===== src/rtl/evt_timer_pkg.sv =====
package evt_timer_pkg;
  localparam int CNT_W  = 16;
  localparam int SEL_W  = 6;
  localparam int PRE_W  = 4;
  localparam int ADDR_W = 4;
  localparam int DATA_W = 32;
  localparam int BUS_W  = 1 << SEL_W;
  localparam int PRE_CNT_W = (1 << PRE_W) - 1;

  localparam logic [ADDR_W-1:0] ADDR_CFG = 4'h0;
  localparam logic [ADDR_W-1:0] ADDR_CTL = 4'h4;
  localparam logic [ADDR_W-1:0] ADDR_TGT = 4'h8;
  localparam logic [ADDR_W-1:0] ADDR_CNT = 4'hC;

  typedef struct packed {
    logic restart;
    logic step;
  } tmr_strobe_t;

  typedef struct packed {
    logic             tickPol;
    logic [SEL_W-1:0] tickSel;
    logic [PRE_W-1:0] preExp;
    logic             tickMode;
    logic             contMode;
  } tmr_cfg_t;
endpackage


===== src/rtl/evt_timer_ctrl.sv =====
module evt_timer_ctrl
  import evt_timer_pkg::*;
(
  input  logic              clk,
  input  logic              rstN,
  input  logic              wrEn,
  input  logic [ADDR_W-1:0] wrAddr,
  input  logic [DATA_W-1:0] wrData,
  input  logic [ADDR_W-1:0] rdAddr,
  output logic [DATA_W-1:0] rdData,
  input  logic [BUS_W-1:0]  evtBus,
  input  logic [CNT_W-1:0]  cnt,
  output tmr_cfg_t          cfg,
  output logic [CNT_W-1:0]  target,
  output tmr_strobe_t       strobe
);
  tmr_cfg_t               cfgQ;
  logic                   enQ;
  logic [CNT_W-1:0]       targetQ;
  logic                   selPrev;
  logic [PRE_CNT_W-1:0]   preCnt;
  logic [PRE_CNT_W-1:0]   preLimit;
  logic                   wrCfg, wrCtl, wrTgt;
  logic                   selNow, tickEdge, srcPulse, preLast;
  logic                   wrDataUnused;

  assign wrCfg = wrEn && (wrAddr == ADDR_CFG);
  assign wrCtl = wrEn && (wrAddr == ADDR_CTL);
  assign wrTgt = wrEn && (wrAddr == ADDR_TGT);
  assign wrDataUnused = ^{wrData[DATA_W-1:15], wrData[3:2]};

  always_ff @(posedge clk or negedge rstN) begin
    if (!rstN) begin
      cfgQ    <= '0;
      enQ     <= 1'b0;
      targetQ <= '0;
      selPrev <= 1'b0;
    end else begin
      if (wrCfg) begin
        cfgQ.contMode <= wrData[0];
        cfgQ.tickMode <= wrData[1];
        cfgQ.preExp   <= wrData[7:4];
        cfgQ.tickSel  <= wrData[13:8];
        cfgQ.tickPol  <= wrData[14];
      end
      if (wrCtl) enQ <= wrData[0];
      if (wrTgt) targetQ <= wrData[CNT_W-1:0];
      selPrev <= selNow;
    end
  end

  // Tick selection and edge detection
  assign selNow   = evtBus[cfgQ.tickSel];
  assign tickEdge = cfgQ.tickPol ? (selPrev & ~selNow) : (~selPrev & selNow);
  assign srcPulse = cfgQ.tickMode ? tickEdge : 1'b1;

  // Power-of-two prescaler
  assign preLimit = ~({PRE_CNT_W{1'b1}} << cfgQ.preExp);
  assign preLast  = (preCnt >= preLimit);

  always_ff @(posedge clk or negedge rstN) begin
    if (!rstN) begin
      preCnt <= '0;
    end else if (strobe.restart) begin
      preCnt <= '0;
    end else if (enQ && srcPulse) begin
      preCnt <= preLast ? '0 : preCnt + 1'b1;
    end
  end

  assign strobe.restart = wrCtl & wrData[0];
  assign strobe.step    = enQ & srcPulse & preLast;
  assign cfg            = cfgQ;
  assign target         = targetQ;

  always_comb begin
    rdData = '0;
    case (rdAddr)
      ADDR_CFG: rdData = {17'd0, cfgQ.tickPol, cfgQ.tickSel, cfgQ.preExp,
                          2'b00, cfgQ.tickMode, cfgQ.contMode};
      ADDR_CTL: rdData = {{(DATA_W-1){1'b0}}, enQ};
      ADDR_TGT: rdData = {{(DATA_W-CNT_W){1'b0}}, targetQ};
      ADDR_CNT: rdData = {{(DATA_W-CNT_W){1'b0}}, cnt};
      default:  rdData = '0;
    endcase
  end

  AST_RESTART_ENABLES: assert property (@(posedge clk) disable iff (!rstN)
    strobe.restart |=> enQ);

  AST_PRE_SPACING: assert property (@(posedge clk) disable iff (!rstN)
    (strobe.step && cfgQ.preExp != '0 && !strobe.restart) |=>
      (!strobe.step || cfgQ.preExp == '0));

  AST_CNT_WRITE_IGNORED: assert property (@(posedge clk) disable iff (!rstN)
    (wrEn && wrAddr == ADDR_CNT) |=> ($stable(cfgQ) && $stable(targetQ)));
endmodule


===== src/rtl/evt_timer_dp.sv =====
module evt_timer_dp
  import evt_timer_pkg::*;
(
  input  logic             clk,
  input  logic             rstN,
  input  tmr_strobe_t      strobe,
  input  logic             contMode,
  input  logic [CNT_W-1:0] target,
  output logic [CNT_W-1:0] cnt,
  output logic             evt
);
  logic done;
  logic hit;
  logic stalled;

  // One comparator serves both modes: next value reaches the target
  assign hit     = ({1'b0, cnt} + 1'b1) >= {1'b0, target};
  assign stalled = done & ~contMode;

  always_ff @(posedge clk or negedge rstN) begin
    if (!rstN) begin
      cnt  <= '0;
      done <= 1'b0;
      evt  <= 1'b0;
    end else if (strobe.restart) begin
      cnt  <= '0;
      done <= 1'b0;
      evt  <= 1'b0;
    end else begin
      evt <= 1'b0;
      if (strobe.step && !stalled) begin
        if (hit) begin
          evt <= 1'b1;
          if (contMode) begin
            cnt <= '0;
          end else begin
            cnt  <= cnt + 1'b1;
            done <= 1'b1;
          end
        end else begin
          cnt <= cnt + 1'b1;
        end
      end
    end
  end

  AST_RESTART_ZERO: assert property (@(posedge clk) disable iff (!rstN)
    strobe.restart |=> (cnt == '0 && !evt));

  AST_HOLD_IDLE: assert property (@(posedge clk) disable iff (!rstN)
    (!strobe.step && !strobe.restart) |=> $stable(cnt));

  AST_ONE_SHOT_SINGLE: assert property (@(posedge clk) disable iff (!rstN)
    (evt && !contMode) |=> (!evt || contMode));

  AST_ONE_SHOT_PARKED: assert property (@(posedge clk) disable iff (!rstN)
    (stalled && !strobe.restart) |=> $stable(cnt));

  AST_WRAP_AT_ZERO: assert property (@(posedge clk) disable iff (!rstN)
    (evt && contMode && $past(contMode)) |-> (cnt == '0));

  AST_PLAIN_STEP: assert property (@(posedge clk) disable iff (!rstN)
    (strobe.step && !strobe.restart && !stalled && !hit) |=>
      (cnt == CNT_W'($past(cnt) + 1'b1)));
endmodule


===== src/rtl/evt_timer.sv =====
module evt_timer
  import evt_timer_pkg::*;
(
  input  logic              clk,
  input  logic              rstN,
  input  logic              wrEn,
  input  logic [ADDR_W-1:0] wrAddr,
  input  logic [DATA_W-1:0] wrData,
  input  logic [ADDR_W-1:0] rdAddr,
  output logic [DATA_W-1:0] rdData,
  input  logic [BUS_W-1:0]  evtBus,
  output logic              evtOut
);
  tmr_cfg_t         cfg;
  tmr_strobe_t      strobe;
  logic [CNT_W-1:0] target;
  logic [CNT_W-1:0] cnt;

  evt_timer_ctrl u_ctrl (
    .clk    (clk),
    .rstN   (rstN),
    .wrEn   (wrEn),
    .wrAddr (wrAddr),
    .wrData (wrData),
    .rdAddr (rdAddr),
    .rdData (rdData),
    .evtBus (evtBus),
    .cnt    (cnt),
    .cfg    (cfg),
    .target (target),
    .strobe (strobe)
  );

  evt_timer_dp u_dp (
    .clk      (clk),
    .rstN     (rstN),
    .strobe   (strobe),
    .contMode (cfg.contMode),
    .target   (target),
    .cnt      (cnt),
    .evt      (evtOut)
  );
endmodule


===== config.mk =====
export PLATFORM = sky130hd
export DESIGN_NAME = evt_timer
export DESIGN_NICKNAME = d
export VERILOG_FILES = /design/src/rtl/evt_timer_pkg.sv /design/src/rtl/evt_timer_ctrl.sv /design/src/rtl/evt_timer_dp.sv /design/src/rtl/evt_timer.sv
export SDC_FILE = /design/constraint.sdc
export NUM_CORES = 1
export LEC_CHECK = 0
export ABC_AREA = 1
export BUFFER_PORTS_ARGS = -buffer_cell sky130_fd_sc_hd__buf_2
export CAP_MARGIN = 20
export CORE_MARGIN = 2
export CORE_UTILIZATION = 55
export DETAILED_ROUTE_END_ITERATION = 7
export PLACE_DENSITY = 0.89
export SLEW_MARGIN = 0
export SYNTH_ARGS = -nofsm -noshare
export SYNTH_HDL_FRONTEND = slang
export SYNTH_HIERARCHICAL = 1
export SYNTH_SLANG_ARGS = --single-unit

===== constraint.sdc =====
create_clock -name clk -period 3.5 [get_ports clk]
set_clock_uncertainty 0.15 [all_clocks]
set_input_delay 0.35 -clock clk [delete_from_list [all_inputs] [get_ports clk]]
set_output_delay 0.35 -clock clk [all_outputs]
set_load 0.05 [all_outputs]

==> impl_metrics.py <==
metrics = {
    "logic_synthesis": {
        "synthArstFlopShare": 1.00,
        "synthDistinctLibCells": 40,
        "post_synth_inst_count": 808,
        "yosysSeqAreaShare": 0.292,
        "post_syn_area_sq_mm": 0.00548,
        "synth_enable_flop_cells": 0,
        "ys_seq_elements": 64,
        "synth_ff_type": "dfrtp_1",
        "yosysWarningCount": 6,
        "synthesized_area_divided_by_synthesized_cell_count_sq_um": 6.79,
    },
    "timing": {
        "totalNegativeSetupSlack_ns": 0,
        "fin_crit_sh": 0.887,
        "finalMaxSlewViolations": 0,
        "worst_slew_pin_tran_ns": 0.885,
        "hold_viol_final": 0,
        "setup_repair_after_global_routing_missed_its_margin": "no",
        "period_needed_ns": 3.10,
        "setup_violations_final": 0,
        "max_slew_margin": 0.408,
        "max_clock_freq_mhz": 322,
    },
    "cells_and_area": {
        "finalNetCount": 1046,
        "layout.cells.most_common": "nand2_1",
        "finalCoreUtilization": 0.647,
        "fillcell_total": 882,
        "final_cell_area_sq_mm": 0.00630,
        "finish.cell_count_without_fillers": 1044,
        "mostFrequentLayoutCells": "nand2_1 (253), buf_2 (107), inv_1 (94)",
        "areaGrowthSynthToFinish_pct": 14.8,
        "insertedDiodeCount": 0,
        "layout-drive-gt1-share": 0.207,
    },
    "global_routing": {
        "grt_first_pass_wirelength_um": 23300,
        "grt.overflow.total": 0,
        "grtUsageTotal": 0.259,
        "grt.met1_usage": 0.321,
        "grt_start_max_net_pins": 45,
        "grt.met2_usage": 0.451,
        "met3_routing_resource_usage_after_global_routing": 0.0396,
        "grt_most_used_layer": "met2",
        "antenna_found_initial": 0,
        "grt_pass1_vias": 5273,
    },
    "clock_network": {
        "clkTransAtPathRegs_ns": 0.08,
        "clock-sinks": 64,
        "ctsRootBufferMaster": "clkbuf_8",
        "tritoncts.num_buffers": 9,
        "cts_tree": "built",
        "cts_buffer_depth": 2,
        "h-tree-depth": 3,
        "clock_insertion_delay_worst_skew_ns": 0.36,
    },
    "power_and_ir_drop": {
        "power_density_mw_per_mm2": 444,
        "finalPower_mw": 2.80,
        "vdd.ir_drop.worst_v": 0.000263,
        "static-leakage-power_nw": 3.49,
    },
    "placed_design": {
        "dp_hpwl_um": 9980,
        "detailed_place.area_sq_mm": 0.00600,
        "port_buffers": 107,
        "place_congestion": 0.859,
        "place_inst": 1026,
    },
    "floorplanning": {
        "initial_cell_density_of_the_core": 0.564,
        "chipHeight_um": 104,
        "core_area_sq_mm": 0.00973,
        "pin_count": 140,
        "die_span_x_um": 104,
        "row_count": 36,
        "die_area_sq_mm": 0.0108,
    },
    "critical_path": {
        "worst-setup-path-type": "reg2reg",
        "cp-end-kind": "flip-flop",
        "worst_setup_path_start_kind": "flip-flop",
        "worst_ep_required_time_ns": 3.65,
        "cp_max_fo": 32,
        "arrival_worst_endpoint_ns": 3.25,
    },
    "run": {
        "max_cap_viol_count": 0,
    },
    "route": {
        "drtPass1Iterations": 5,
        "finalWirelength_um": 13900,
        "detailedRoute.firstIterationViolations": 340,
        "detail_route.drc_violations": 0,
        "detail-route-antenna-nets": 0,
        "wl_per_cell_um": 13.3,
        "drt-vias-per-instance": 5.35,
        "via_count": 5590,
    },
    "status": {
        "outcome": "complete, no violations",
    },
    "hold_path": {
        "timing.hold.worst.class": "in2reg",
    },
}
-- sequential cells by signal, indices dropped and copies added, names as in the netlist --
register,count
u_dp/done,1
u_ctrl/enQ,1
u_dp/cnt,16
u_ctrl/preCnt,15
u_ctrl/selPrev,1
u_ctrl/target,16
u_ctrl/cfg,13
u_dp/evt,1
-- synth_stat cells, drive strengths merged, types with 2 or more instances --
cell type	number	area share
a21o	2	0.0027
a21oi	17	0.016
a22o	3	0.0048
buf	30	0.046
clkbuf	17	0.012
dfrtp	64	0.29
ha	33	0.075
inv	96	0.067
mux2	3	0.0062
nand2	280	0.21
nand3	107	0.11
nand4	25	0.029
nor2	54	0.041
nor3	12	0.012
nor4	2	0.0023
o21ai	35	0.032
o21bai	2	0.0027
xnor2	4	0.0064
xor2	12	0.019
-- critical path, stage by stage (launching register included) --
cell and delay (ns):
dfrtp_1 0.48, buf_4 0.35, nand2_1 0.09, nand3_1 0.10, nand3_1 0.08, nand2_1 0.07, nand2_1 0.05, nand3_1 0.10
nand3_2 0.08, nand2_2 0.09, nand2_2 0.06, nand3_4 0.17, nand2_4 0.06, nor2_1 0.15, nand2_1 0.07, nor2_1 0.18
inv_1 0.31, nor2_1 0.26, nand2_2 0.08, nand2_2 0.06
-- metrics by stage --
stage,setup slack (ns),hold WS [ns]
finish,0.397,0.0657
global route,0.0575,0.0697
CTS,0.425,0.0248
detailed placement,0.469,0.334
global placement,0.576,0.316
floorplan,0.461,-0.0956
-- cells by family after synthesis --
family                     share of synthesized area
and+or+nand+nor                                0.406
AOI/OAI and AO/OA                             0.0648
buffers and inverters                          0.129
muxes                                        0.00616
other                                       0.000684
DFF                                            0.292
xor gates and xnor gates                      0.0256
adders and majority gates                     0.0753
-- worst paths after layout --
kind                                                 from                      endpoint  slack [ns]  depth (start not counted)
worst min register to register      u_dp/done$_DFFE_PN0P_         u_dp/done$_DFFE_PN0P_        0.36                          2
worst min-delay path                            wrData[2]  u_ctrl/target[2]$_DFFE_PN0P_        0.07                          2
worst max register to register  u_ctrl/cfg[6]$_DFFE_PN0P_      u_dp/cnt[12]$_DFFE_PN0P_        0.40                         19
max in group asynchronous                            rstN       u_dp/cnt[6]$_DFFE_PN0P_        2.16                          4
min in group asynchronous                            rstN  u_ctrl/preCnt[8]$_DFFE_PN0P_        0.25                          2
worst max-delay path            u_ctrl/cfg[6]$_DFFE_PN0P_      u_dp/cnt[12]$_DFFE_PN0P_        0.40                         19
-- area by class of cell --
class | count | area (sq um) | share of cell area
Clock buffer | 9 | 124 | 0.0197
Clock inverter | 7 | 144 | 0.0229
Inverter | 97 | 372 | 0.0590
Multi-Input combinational cell | 613 | 3230 | 0.514
Sequential cell | 64 | 1600 | 0.254
Tap cell | 133 | 166 | 0.0264
Timing Repair Buffer | 121 | 656 | 0.104
-- per-layer routing --
metal	wire [um]	share of wire
met5	0	0
met4	331	0.024
met3	850	0.061
met2	6830	0.49
met1	5840	0.42
-- power breakdown --
part,internal [mW],switching (mW)
clock network,0.546,0.318
logic,0.341,0.594
registers,0.847,0.150
-- timing repair --
action,CTS,global route
resized for setup,0,0
hold buffers,0,1
buffers inserted,0,0
hold endpoints to repair,0,29
No activity file was read; power rests on OpenSTA's default activity.
